[config.mk]
export PLATFORM = sky130hd
export DESIGN_NAME = incap_unit
export DESIGN_NICKNAME = d
export VERILOG_FILES = /design/src/rtl/incap_pkg.sv /design/src/rtl/incap_input_cond.sv /design/src/rtl/incap_glitch_filter.sv /design/src/rtl/incap_edge_detect.sv /design/src/rtl/incap_unit.sv
export SDC_FILE = /design/constraint.sdc
export NUM_CORES = 1
export LEC_CHECK = 0
export ABC_AREA = 0
export BUFFER_PORTS_ARGS = -buffer_cell sky130_fd_sc_hd__buf_4
export CAP_MARGIN = 30
export CORE_ASPECT_RATIO = 0.5
export CORE_UTILIZATION = 54
export DETAILED_ROUTE_END_ITERATION = 12
export PLACE_DENSITY = 0.88
export SYNTH_ARGS = -nofsm -noshare
export SYNTH_HDL_FRONTEND = slang
export SYNTH_SLANG_ARGS = --single-unit
[constraint.sdc]
create_clock -name clk -period 4.3 [get_ports clk]
set_input_delay 0.43 -clock clk [delete_from_list [all_inputs] [get_ports clk]]
set_output_delay 0.43 -clock clk [all_outputs]
set_load 0.03 [all_outputs]
[src/rtl/incap_pkg.sv]
package incap_pkg;

   typedef enum logic [1:0] {
      CAP_OFF  = 2'd0,
      CAP_RISE = 2'd1,
      CAP_FALL = 2'd2,
      CAP_BOTH = 2'd3
   } cap_mode_e;

   // Number of agreeing samples the filter needs, from the programmed count.
   function automatic int unsigned filt_need(input int unsigned cnt);
      return cnt + 3;
   endfunction

endpackage

[src/rtl/incap_input_cond.sv]
module incap_input_cond #(
   parameter int N_PINS      = 4,
   parameter int SEL_W       = 2,
   parameter int SYNC_STAGES = 2
) (
   input  logic              clk,
   input  logic              rst_n,
   input  logic [N_PINS-1:0] pins,
   input  logic [SEL_W-1:0]  pin_sel,
   input  logic              invert,
   output logic              lvl_sync
);

   logic                   picked;
   logic [SYNC_STAGES-1:0] chain;

   assign picked = pins[pin_sel] ^ invert;

   always_ff @(posedge clk or negedge rst_n) begin
      if (!rst_n) begin
         chain <= '0;
      end else begin
         chain[0] <= picked;
         for (int s = 1; s < SYNC_STAGES; s++) begin
            chain[s] <= chain[s-1];
         end
      end
   end

   assign lvl_sync = chain[SYNC_STAGES-1];

endmodule

[src/rtl/incap_glitch_filter.sv]
module incap_glitch_filter #(
   parameter int FCNT_W         = 3,
   parameter int FPER_W         = 8,
   parameter bit FILTER_PRESENT = 1'b1
) (
   input  logic              clk,
   input  logic              rst_n,
   input  logic              din,
   input  logic [FCNT_W-1:0] filt_cnt,
   input  logic [FPER_W-1:0] filt_per,
   output logic              lvl
);

   localparam int RUN_W = FCNT_W + 2;

   generate
      if (FILTER_PRESENT) begin : g_filter
         logic [FPER_W-1:0] per_cnt;
         logic [RUN_W-1:0]  run;
         logic [RUN_W-1:0]  need;
         logic              bypass;
         logic              tick;

         assign need   = RUN_W'(incap_pkg::filt_need(int'(filt_cnt)));
         assign bypass = (filt_per == '0);
         assign tick   = !bypass && (per_cnt >= filt_per - FPER_W'(1));

         always_ff @(posedge clk or negedge rst_n) begin
            if (!rst_n) begin
               per_cnt <= '0;
               run     <= '0;
               lvl     <= 1'b0;
            end else if (bypass) begin
               per_cnt <= '0;
               run     <= '0;
               lvl     <= din;
            end else if (tick) begin
               per_cnt <= '0;
               if (din == lvl) begin
                  run <= '0;
               end else if (run + RUN_W'(1) >= need) begin
                  lvl <= din;
                  run <= '0;
               end else begin
                  run <= run + RUN_W'(1);
               end
            end else begin
               per_cnt <= per_cnt + FPER_W'(1);
            end
         end
      end else begin : g_direct
         logic unused_cfg;
         assign unused_cfg = ^{filt_cnt, filt_per};

         always_ff @(posedge clk or negedge rst_n) begin
            if (!rst_n) lvl <= 1'b0;
            else        lvl <= din;
         end
      end
   endgenerate

endmodule

[src/rtl/incap_edge_detect.sv]
module incap_edge_detect (
   input  logic       clk,
   input  logic       rst_n,
   input  logic       lvl,
   input  logic [1:0] edge_mode,
   output logic       cap_evt
);

   import incap_pkg::*;

   logic      prev;
   logic      rise;
   logic      fall;
   cap_mode_e mode;

   assign mode = cap_mode_e'(edge_mode);

   always_ff @(posedge clk or negedge rst_n) begin
      if (!rst_n) prev <= 1'b0;
      else        prev <= lvl;
   end

   assign rise = lvl & ~prev;
   assign fall = ~lvl & prev;

   always_comb begin
      unique case (mode)
         CAP_RISE: cap_evt = rise;
         CAP_FALL: cap_evt = fall;
         CAP_BOTH: cap_evt = rise | fall;
         default:  cap_evt = 1'b0;
      endcase
   end

endmodule

[src/rtl/incap_unit.sv]
module incap_unit #(
   parameter int CNT_W          = 16,
   parameter int N_PINS         = 4,
   parameter int FCNT_W         = 3,
   parameter int FPER_W         = 8,
   parameter int SYNC_STAGES    = 2,
   parameter bit FILTER_PRESENT = 1'b1,
   localparam int SEL_W         = (N_PINS > 1) ? $clog2(N_PINS) : 1
) (
   input  logic              clk,
   input  logic              rst_n,
   input  logic [CNT_W-1:0]  cnt_val,
   input  logic [N_PINS-1:0] pins,
   input  logic [SEL_W-1:0]  pin_sel,
   input  logic              invert,
   input  logic [1:0]        edge_mode,
   input  logic [FCNT_W-1:0] filt_cnt,
   input  logic [FPER_W-1:0] filt_per,
   input  logic              flag_clr,
   input  logic              irq_en,
   input  logic              dma_en,
   input  logic              reload_en,
   output logic [CNT_W-1:0]  cap_val,
   output logic              edge_flag,
   output logic              edge_irq,
   output logic              dma_req,
   output logic              reload_req
);

   generate
      if (CNT_W < 1)       begin : g_bad_cnt  $error("CNT_W must be at least 1");       end
      if (N_PINS < 2)      begin : g_bad_pins $error("N_PINS must be at least 2");      end
      if (SYNC_STAGES < 1) begin : g_bad_sync $error("SYNC_STAGES must be at least 1"); end
      if (FPER_W < 1)      begin : g_bad_per  $error("FPER_W must be at least 1");      end
      if (FCNT_W < 1)      begin : g_bad_fcnt $error("FCNT_W must be at least 1");      end
   endgenerate

   logic lvl_sync;
   logic lvl_filt;
   logic cap_evt;

   incap_input_cond #(
      .N_PINS     (N_PINS),
      .SEL_W      (SEL_W),
      .SYNC_STAGES(SYNC_STAGES)
   ) u_cond (
      .clk     (clk),
      .rst_n   (rst_n),
      .pins    (pins),
      .pin_sel (pin_sel),
      .invert  (invert),
      .lvl_sync(lvl_sync)
   );

   incap_glitch_filter #(
      .FCNT_W        (FCNT_W),
      .FPER_W        (FPER_W),
      .FILTER_PRESENT(FILTER_PRESENT)
   ) u_filt (
      .clk     (clk),
      .rst_n   (rst_n),
      .din     (lvl_sync),
      .filt_cnt(filt_cnt),
      .filt_per(filt_per),
      .lvl     (lvl_filt)
   );

   incap_edge_detect u_edge (
      .clk      (clk),
      .rst_n    (rst_n),
      .lvl      (lvl_filt),
      .edge_mode(edge_mode),
      .cap_evt  (cap_evt)
   );

   always_ff @(posedge clk or negedge rst_n) begin
      if (!rst_n) begin
         cap_val    <= '0;
         edge_flag  <= 1'b0;
         reload_req <= 1'b0;
      end else begin
         if (cap_evt) cap_val <= cnt_val;
         edge_flag  <= cap_evt | (edge_flag & ~flag_clr);
         reload_req <= cap_evt & reload_en;
      end
   end

   assign dma_req  = edge_flag & dma_en;
   assign edge_irq = edge_flag & irq_en & ~dma_en;

endmodule

==> results of run 1 <==
-- logic make-up (layout without fill, tap and decap cells) --
kind of cell | count (synthesis) | in the layout
compound gates | 17 | 17
xor+xnor | 18 | 18
fa+ha+maj | 18 | 18
buf+inv | 16 | 83
flops | 35 | 35
mux | 19 | 19
simple gates | 46 | 46
-- per-stage QoR --
step,power [mW],area [µm²],worst slack (ns)
5_1_grt,1.72,2500,1.81
3_3_place_gp,1.35,2420,1.82
4_1_cts,1.63,2500,2.06
2_1_floorplan,1.12,1920,2.10
3_5_place_dp,1.39,2420,1.75
6_report,1.61,2500,2.03
-- registers in the layout (all words and copies together), names as in the netlist --
name	count
cap_val	16
u_filt.g_filter.run	5
reload_req	1
edge_flag	1
u_edge.prev	1
u_filt.lvl	1
u_filt.g_filter.per_cnt	8
u_cond.chain	2
-- routing by layer --
metal | share of wire (%) | up-vias | track usage (%)
li1 | - | 712 | -
met1 | 41 | 674 | 24.9
met2 | 53 | 41 | 45.1
met3 | 5.3 | 6 | 6.34
met4 | 0.41 | 0 | 5.00
met5 | 0 | - | 0
-- critical path, cell delays in order --
cell                       delay [ns]
sky130_fd_sc_hd__buf_4           0.11
sky130_fd_sc_hd__inv_1           0.09
sky130_fd_sc_hd__ha_1            0.22
sky130_fd_sc_hd__nand2_1         0.10
sky130_fd_sc_hd__xor2_1          0.15
sky130_fd_sc_hd__ha_1            0.28
sky130_fd_sc_hd__nor2b_1         0.13
sky130_fd_sc_hd__o21ai_0         0.29
sky130_fd_sc_hd__nand4b_4        0.32
sky130_fd_sc_hd__a31o_1          0.30
-- where the power goes --
| part | switching, mW | internal [mW] | total (mW) |
|---|---|---|---|
| Clock | 0.115 | 0.113 | 0.228 |
| Sequential | 0.110 | 0.472 | 0.582 |
| Combinational | 0.434 | 0.367 | 0.802 |
| Total | 0.660 | 0.952 | 1.61 |
-- area by class of cell --
| cell class | instances | area [µm²] |
|---|---|---|
| multi-input combinational | 118 | 973 |
| sequential | 35 | 876 |
| fill | 210 | 683 |
| timing repair buffer | 61 | 458 |
| clock buffer | 6 | 72.6 |
| tap | 48 | 60.1 |
| inverter | 14 | 52.6 |
| clock inverter | 2 | 12.5 |
-- layout by cell type, fill, tap and decap left out, types with 2 or more instances in the layout --
cell type	Yosys	final
sky130_fd_sc_hd__nand2_1	6	6
sky130_fd_sc_hd__buf_4	0	61
sky130_fd_sc_hd__nor2_1	15	15
sky130_fd_sc_hd__xnor2_1	7	7
sky130_fd_sc_hd__o21ai_0	6	6
sky130_fd_sc_hd__clkbuf_8	1	5
sky130_fd_sc_hd__nor2b_1	2	2
sky130_fd_sc_hd__nand3b_1	2	2
sky130_fd_sc_hd__dfrtp_1	35	35
sky130_fd_sc_hd__xor2_1	11	11
sky130_fd_sc_hd__mux2_2	16	16
sky130_fd_sc_hd__ha_1	18	18
sky130_fd_sc_hd__inv_1	14	14
sky130_fd_sc_hd__a21oi_1	4	4
sky130_fd_sc_hd__nand3_1	8	8
sky130_fd_sc_hd__nor3_1	2	2
sky130_fd_sc_hd__and3_1	2	2
sky130_fd_sc_hd__and2_1	2	2
-- worst paths after layout --
check / endpoint / slack, ns / startpoint
worst max-delay path: u_filt.lvl / 2.03 / filt_per[0]
worst min-delay path: cap_val[9] / 0.09 / rst_n
worst min register to register: u_cond.chain[1] / 0.35 / u_cond.chain[0]
min in group clk: u_cond.chain[0] / 0.33 / invert
max in group asynchronous: u_filt.g_filter.per_cnt[0] / 3.90 / rst_n
worst max register to register: u_filt.g_filter.run[0] / 2.11 / u_filt.g_filter.run[0]
==> metrics.txt, run 1 <==
# TYPE chip_impl_metric gauge
chip_impl_info{name="cts_tree",value="built"} 1
chip_impl_info{name="setup.worst_path.end_class",value="flop"} 1
chip_impl_info{name="min_path_type",value="primary input to async pin"} 1
chip_impl_info{name="grt_setup_unrepaired",value="false"} 1
chip_impl_metric{name="area_fraction_in_compound_gates_after_synthesis",unit="%"} 5.54
chip_impl_metric{name="cts_hold_repair.buffers",unit=""} 0
chip_impl_info{name="synthTopCellsByCount",value="sky130_fd_sc_hd__dfrtp_1 (35), sky130_fd_sc_hd__ha_1 (18), sky130_fd_sc_hd__mux2_2 (16)"} 1
chip_impl_metric{name="cts_inserted_buffers",unit=""} 5
chip_impl_metric{name="grt_max_degree",unit=""} 36
chip_impl_metric{name="die_area",unit="µm²"} 3810
chip_impl_metric{name="arrival",unit="ns"} 2.44
chip_impl_metric{name="grt_pass1_wl",unit="µm"} 6440
chip_impl_metric{name="vias",unit=""} 1433
chip_impl_metric{name="setup-tns-final",unit="ns"} 0
chip_impl_metric{name="critPathRequiredTime",unit="ns"} 4.47
chip_impl_metric{name="timing.final.crit_share",unit="%"} 52.8
chip_impl_metric{name="post-cts-setup-buffers",unit=""} 0
chip_impl_metric{name="wire_per_inst",unit="µm"} 13.9
chip_impl_metric{name="synthAdderAreaFrac",unit="%"} 11.7
chip_impl_metric{name="synth_cell_type_count",unit=""} 35
chip_impl_metric{name="syn2layout_area_growth",unit="%"} 30.4
chip_impl_metric{name="antenna_violating_nets_post_route",unit=""} 0
chip_impl_metric{name="detail_route.drc_violations",unit=""} 0
chip_impl_info{name="kind_of_start_point_of_the_critical_path",value="primary input"} 1
chip_impl_metric{name="post-synth-top-area-fraction",unit="%"} 45.6
chip_impl_metric{name="initialDrtViolationCount",unit=""} 54
chip_impl_metric{name="slew_headroom",unit="%"} 43.9
chip_impl_metric{name="grt_overflow_total",unit=""} 0
chip_impl_metric{name="nNetsFinal",unit=""} 295
chip_impl_info{name="synth_ff_type",value="sky130_fd_sc_hd__dfrtp_1"} 1
chip_impl_metric{name="clk_latency",unit="ns"} 0.28
chip_impl_metric{name="drt-total-wl",unit="µm"} 3940
chip_impl_metric{name="clock_slew_at_reported_path_ffs",unit="ns"} 0.07
chip_impl_metric{name="ir_worst_vdd",unit="mV"} 0.343
chip_impl_metric{name="vias_in_the_first_global_route",unit=""} 1465
chip_impl_metric{name="rows",unit=""} 14
chip_impl_metric{name="globalRouteTotalUtil",unit="%"} 22.7
chip_impl_metric{name="synth_seq_cells",unit=""} 35
chip_impl_metric{name="syn_avg_cell_area",unit="µm²"} 11.4
chip_impl_metric{name="drt_first_pass_iters",unit=""} 6
chip_impl_metric{name="floorplan.io_pins",unit=""} 62
chip_impl_metric{name="synth-seq-area-share",unit="%"} 45.6
chip_impl_metric{name="floorplan.die.width",unit="µm"} 86.3
chip_impl_metric{name="cts.htree.levels",unit=""} 2
chip_impl_metric{name="layout-drive-gt1-share",unit="%"} 38.6
chip_impl_metric{name="setup_viol",unit=""} 0
chip_impl_metric{name="finClkSkew",unit="ns"} 0.00533
chip_impl_metric{name="final_hold_viol_count",unit=""} 0
chip_impl_metric{name="synth_enable_flop_cells",unit=""} 0
chip_impl_metric{name="place.detailed.instances",unit=""} 276
chip_impl_metric{name="achievable-frequency",unit="MHz"} 440
chip_impl_metric{name="initial_core_util",unit="%"} 60.2
chip_impl_metric{name="async_reset_ff_share",unit="%"} 100
chip_impl_metric{name="leakage_power",unit="nW"} 1.24
chip_impl_metric{name="antenna_cells_inserted",unit=""} 0
chip_impl_metric{name="period_needed",unit="ns"} 2.27
chip_impl_metric{name="synth.cell_area",unit="µm²"} 1920
chip_impl_metric{name="dpl.hpwl",unit="µm"} 3070
chip_impl_metric{name="worst-path-max-fanout",unit=""} 17
chip_impl_metric{name="yosys.area_share.simple",unit="%"} 13.4
chip_impl_metric{name="finish.utilization",unit="%"} 78.6
chip_impl_info{name="status",value="finished, final reports clean"} 1
chip_impl_metric{name="synthesis.yosys.warnings",unit=""} 0
chip_impl_info{name="synth_top_cell_by_area",value="sky130_fd_sc_hd__dfrtp_1"} 1
chip_impl_metric{name="layoutNonFillerInstCount",unit=""} 284
chip_impl_metric{name="max_transition_viols_final",unit=""} 0
chip_impl_metric{name="port_buffers",unit=""} 61
chip_impl_metric{name="clkSinkCount",unit=""} 35
chip_impl_metric{name="grt_antenna_before_repair",unit=""} 0
chip_impl_metric{name="xor_and_xnor_area_share_after_synthesis",unit="%"} 8.21
chip_impl_metric{name="cts-root-to-sink-buffers",unit=""} 2
chip_impl_metric{name="ff2ff_path_depth",unit=""} 9
chip_impl_metric{name="synth_nets",unit=""} 229
chip_impl_info{name="synth_top_cells_by_area",value="sky130_fd_sc_hd__dfrtp_1 (46%), sky130_fd_sc_hd__ha_1 (12%), sky130_fd_sc_hd__mux2_2 (9.4%)"} 1
chip_impl_metric{name="die_height",unit="µm"} 44.2
chip_impl_metric{name="drv_cap",unit=""} 0
chip_impl_info{name="largest_family_of_logic_cells_by_synthesized_area",value="simple AND/OR/NAND/NOR gates"} 1
chip_impl_metric{name="syn_inst",unit=""} 169
chip_impl_metric{name="post_synthesis_mux_area_share",unit="%"} 11.8
chip_impl_metric{name="gp_routability_congestion",unit=""} 0.855
chip_impl_metric{name="core_area",unit="µm²"} 3190
chip_impl_metric{name="detail_route.vias_per_cell",unit=""} 5.05
chip_impl_info{name="yosys.cell_count.top_type",value="sky130_fd_sc_hd__dfrtp_1"} 1
chip_impl_metric{name="cts_repair_resize_count",unit=""} 0
chip_impl_info{name="category_of_the_most_critical_setup_path",value="primary input to flop"} 1
chip_impl_metric{name="timing_worst_slew_pin_value",unit="ns"} 0.841
chip_impl_metric{name="holdWs",unit="ns"} 0.0877
chip_impl_metric{name="power_density",unit="nW/µm²"} 643
chip_impl_info{name="cts_root_buffer",value="sky130_fd_sc_hd__clkbuf_8"} 1
Note: power is estimated with default switching activity, not from simulation.
==> run 2, diff against run 1 <==
Settings changed: ABC_AREA 0 to 1, CORE_UTILIZATION 54 to 46, PLACE_DENSITY 0.88 to 0.79.
Clock period 4.3 ns to 1.95 ns, I/O delays scaled along.
==> run 2 against run 1 <==
Compared with the run above:
- register-to-register slack worse by 2.0 ns
- critical endpoint is now u_filt.g_filter.per_cnt[3]
- sequential share of layout area is 5.4 points lower
- largest power group unchanged
- cell count is 33% higher
==> metrics.txt, run 2 <==
# TYPE chip_impl_metric gauge
chip_impl_info{name="status",value="finished, final reports clean"} 1
chip_impl_info{name="synthTopCellsByCount",value="sky130_fd_sc_hd__nand2_1 (54), sky130_fd_sc_hd__inv_1 (46), sky130_fd_sc_hd__dfrtp_1 (35)"} 1
chip_impl_metric{name="slew_headroom",unit="%"} 71.4
chip_impl_info{name="setup.worst_path.end_class",value="flop"} 1
chip_impl_info{name="worst_path_max_delay_cell",value="sky130_fd_sc_hd__ha_4"} 1
chip_impl_metric{name="antenna_violating_nets_post_route",unit=""} 0
chip_impl_metric{name="final_hold_viol_count",unit=""} 0
chip_impl_metric{name="ff2ff_path_depth",unit=""} 11
chip_impl_metric{name="synth_enable_flop_cells",unit=""} 0
chip_impl_metric{name="syn_inst",unit=""} 245
chip_impl_info{name="final_cell_mix",value="sky130_fd_sc_hd__buf_4 (70), sky130_fd_sc_hd__nand2_1 (48), sky130_fd_sc_hd__inv_1 (43)"} 1
chip_impl_info{name="synth_top_cell_by_area",value="sky130_fd_sc_hd__dfrtp_1"} 1
chip_impl_metric{name="max_transition_viols_final",unit=""} 0
chip_impl_metric{name="cts-root-to-sink-buffers",unit=""} 2
chip_impl_info{name="kind_of_start_point_of_the_critical_path",value="primary input"} 1
chip_impl_metric{name="timing_worst_slew_pin_value",unit="ns"} 0.429
chip_impl_metric{name="layout-drive-gt1-share",unit="%"} 38.5
chip_impl_metric{name="power.share.switching",unit="%"} 43.9
chip_impl_info{name="synth_ff_type",value="sky130_fd_sc_hd__dfrtp_1"} 1
chip_impl_metric{name="arrival",unit="ns"} 2.12
chip_impl_metric{name="clkSinkCount",unit=""} 35
chip_impl_metric{name="power_density",unit="nW/µm²"} 1250
chip_impl_metric{name="initial_core_util",unit="%"} 50.7
chip_impl_metric{name="power.clock.fraction",unit="%"} 14.2
chip_impl_metric{name="antenna_cells_inserted",unit=""} 0
chip_impl_metric{name="fin_area",unit="µm²"} 2970
chip_impl_metric{name="ir_worst_vdd",unit="mV"} 0.991
chip_impl_metric{name="synthesis.yosys.warnings",unit=""} 0
chip_impl_metric{name="dp_slack",unit="ns"} -0.340
chip_impl_metric{name="syn_avg_cell_area",unit="µm²"} 8.53
chip_impl_info{name="mostFrequentLayoutCell",value="sky130_fd_sc_hd__buf_4"} 1
chip_impl_metric{name="drt-total-wl",unit="µm"} 4540
chip_impl_metric{name="synth_nets",unit=""} 305
chip_impl_metric{name="leakage_power",unit="nW"} 1.61
chip_impl_metric{name="rows",unit=""} 16
chip_impl_metric{name="die_height",unit="µm"} 49.7
chip_impl_metric{name="post_dp_cell_area",unit="µm²"} 2700
chip_impl_metric{name="initialDrtViolationCount",unit=""} 43
chip_impl_info{name="layout_top_registers",value="cap_val x16, u_filt.g_filter.per_cnt x8, u_filt.g_filter.run x5"} 1
chip_impl_metric{name="synth_seq_cells",unit=""} 35
chip_impl_metric{name="synth.cell_area",unit="µm²"} 2090
chip_impl_info{name="crit_chain",value="buf_12 -> inv_16 -> ha_4 -> inv_2 -> nor2_1 -> nand2_1 -> nor3_2 -> xor2_1 -> inv_1 -> ha_4 -> nand2_4 -> a21oi_2 -> nor2_2 -> nand4_4 -> clkinv_4 -> nand2_2 -> nor2_2"} 1
chip_impl_metric{name="floorplan.die.width",unit="µm"} 97.3
chip_impl_metric{name="drv_cap",unit=""} 0
chip_impl_metric{name="worst-path-max-fanout",unit=""} 6
chip_impl_metric{name="post-synth-top-area-fraction",unit="%"} 41.9
chip_impl_metric{name="finClkSkew",unit="ns"} 0.00338
chip_impl_metric{name="critPathRequiredTime",unit="ns"} 2.17
chip_impl_metric{name="min_path_cells",unit=""} 2
chip_impl_metric{name="cell_internal_pwr",unit="mW"} 2.08
chip_impl_metric{name="grt_max_degree",unit=""} 36
chip_impl_info{name="grt_setup_unrepaired",value="true"} 1
chip_impl_metric{name="clk_latency",unit="ns"} 0.28
chip_impl_metric{name="net-switching-power",unit="mW"} 1.63
chip_impl_info{name="largest_register",value="cap_val"} 1
chip_impl_info{name="min_path_type",value="primary input to flop"} 1
chip_impl_info{name="yosys.cell_count.top_type",value="sky130_fd_sc_hd__nand2_1"} 1
chip_impl_metric{name="async_reset_ff_share",unit="%"} 100
chip_impl_metric{name="port_buffers",unit=""} 61
chip_impl_metric{name="gp_routability_congestion",unit=""} 0.744
chip_impl_metric{name="period_needed",unit="ns"} 1.90
chip_impl_metric{name="finish.utilization",unit="%"} 71.9
chip_impl_metric{name="detail_route.vias_per_cell",unit=""} 4.78
chip_impl_metric{name="slowest_delay",unit="ns"} 0.27
chip_impl_metric{name="cts_inserted_buffers",unit=""} 5
chip_impl_metric{name="synth_cell_type_count",unit=""} 26
chip_impl_metric{name="pwr-share-comb",unit="%"} 52.6
chip_impl_metric{name="vias_in_the_first_global_route",unit=""} 1793
chip_impl_metric{name="grt_pass1_wl",unit="µm"} 7400
chip_impl_metric{name="cts.htree.levels",unit=""} 2
chip_impl_metric{name="largest_register_ffs",unit=""} 16
chip_impl_metric{name="core_area",unit="µm²"} 4120
chip_impl_metric{name="clock_slew_at_reported_path_ffs",unit="ns"} 0.07
chip_impl_metric{name="detail_route.drc_violations",unit=""} 0
chip_impl_info{name="cts_root_buffer",value="sky130_fd_sc_hd__clkbuf_8"} 1
chip_impl_metric{name="vias",unit=""} 1810
chip_impl_metric{name="layout_setup_ws",unit="ns"} 0.0511
chip_impl_metric{name="setup_viol",unit=""} 0
chip_impl_info{name="synth_top_cells_by_area",value="sky130_fd_sc_hd__dfrtp_1 (42%), sky130_fd_sc_hd__ha_1 (11%), sky130_fd_sc_hd__nand2_1 (9.7%)"} 1
chip_impl_metric{name="nNetsFinal",unit=""} 385
chip_impl_metric{name="grt_antenna_before_repair",unit=""} 0
chip_impl_metric{name="number_of_filler_cells_placed_in_the_layout",unit=""} 304
chip_impl_metric{name="globalRouteTotalUtil",unit="%"} 19.1
chip_impl_info{name="cts_tree",value="built"} 1
chip_impl_metric{name="synth-seq-area-share",unit="%"} 41.9
chip_impl_metric{name="wire_per_inst",unit="µm"} 12.0
chip_impl_metric{name="achievable-frequency",unit="MHz"} 527
chip_impl_metric{name="drt_first_pass_iters",unit=""} 4
chip_impl_metric{name="dpl.hpwl",unit="µm"} 3260
chip_impl_metric{name="floorplan.io_pins",unit=""} 62
chip_impl_info{name="category_of_the_most_critical_setup_path",value="primary input to flop"} 1
chip_impl_metric{name="p_seq_share",unit="%"} 33.2
chip_impl_metric{name="die_area",unit="µm²"} 4830
chip_impl_metric{name="grt_overflow_total",unit=""} 0
chip_impl_metric{name="syn2layout_area_growth",unit="%"} 42.0
chip_impl_metric{name="timing.final.crit_share",unit="%"} 97.4
-- run 2: routing by layer --
metal / vias up / wire length (µm) / part of all wire [%] / global-route usage [%]
met5: - / 0 / 0 / 0
met4: 0 / 66 / 1.5 / 5.64
met3: 7 / 201 / 4.4 / 4.11
met2: 53 / 2400 / 53 / 36.7
met1: 822 / 1870 / 41 / 21.5
li1: 928 / - / - / -
-- run 2: layout make-up --
cell class | instances | area, µm² | area share (%)
clock buffer | 6 | 82.6 | 2.78
clock inverter | 1 | 5.00 | 0.169
inverter | 48 | 214 | 7.21
multi-input combinational | 160 | 1120 | 37.7
sequential | 35 | 876 | 29.5
tap | 54 | 67.6 | 2.28
timing repair buffer | 74 | 596 | 20.1
timing repair inverter | 1 | 6.26 | 0.211
-- run 2: path summary, 6_finish.rpt --
check / startpoint / end / slack, ns
worst min register to register: u_cond.chain[0] / u_cond.chain[1] / 0.35
min in group asynchronous: rst_n / cap_val[0] / 0.40
max in group asynchronous: rst_n / u_filt.g_filter.per_cnt[0] / 1.25
worst max-delay path: filt_per[0] / u_filt.g_filter.per_cnt[3] / 0.05
worst min-delay path: flag_clr / edge_flag / 0.06
worst max register to register: u_filt.g_filter.run[0] / u_filt.lvl / 0.14
-- run 2: critical path, delay by kind of cell --
family	cells	cell delay, ns
compound gates	1	0.04
xor+xnor	1	0.18
simple gates	8	0.90
fa+ha+maj	2	0.39
buf+inv	5	0.41
-- run 2: kinds of logic after synthesis --
family | count (synthesis) | share of synthesized area (%)
buf+inv | 51 | 10.4
compound gates | 31 | 11.0
flops | 35 | 41.9
fa+ha+maj | 18 | 10.8
simple gates | 96 | 20.1
xor+xnor | 14 | 5.87
-- run 2: power groups by stage --
stage / Sequential (mW) / Combinational (mW) / Clock (mW)
after CTS: 1.23 / 1.82 / 0.539
final: 1.23 / 1.95 / 0.525
after global placement: 1.23 / 1.72 / 0
after floorplan: 1.54 / 0.903 / 0
after detailed placement: 1.24 / 1.79 / 0
after global routing: 1.27 / 2.15 / 0.564
-- run 2: per-stage QoR --
stage	power [mW]	instances	TNS [ns]	hold slack, ns
final	3.71	379	0	0.0641
after global routing	3.98	379	-1.07	0.0626
after CTS	3.59	375	0	0.0585
after detailed placement	3.03	365	-3.24	0.172
after global placement	2.95	365	-2.19	0.167
after floorplan	2.44	245	-0.0385	-0.101
-- run 2: timing repair --
item / 4_1_cts / 5_1_grt
endpoints found under the setup margin: 5 / 14
gates resized for setup: 1 / 29
endpoints found under the hold margin: 35 / 0
hold buffers: 1 / 0
pin swaps: 2 / 12
cloned: 1 / 1
setup buffers: 1 / 3
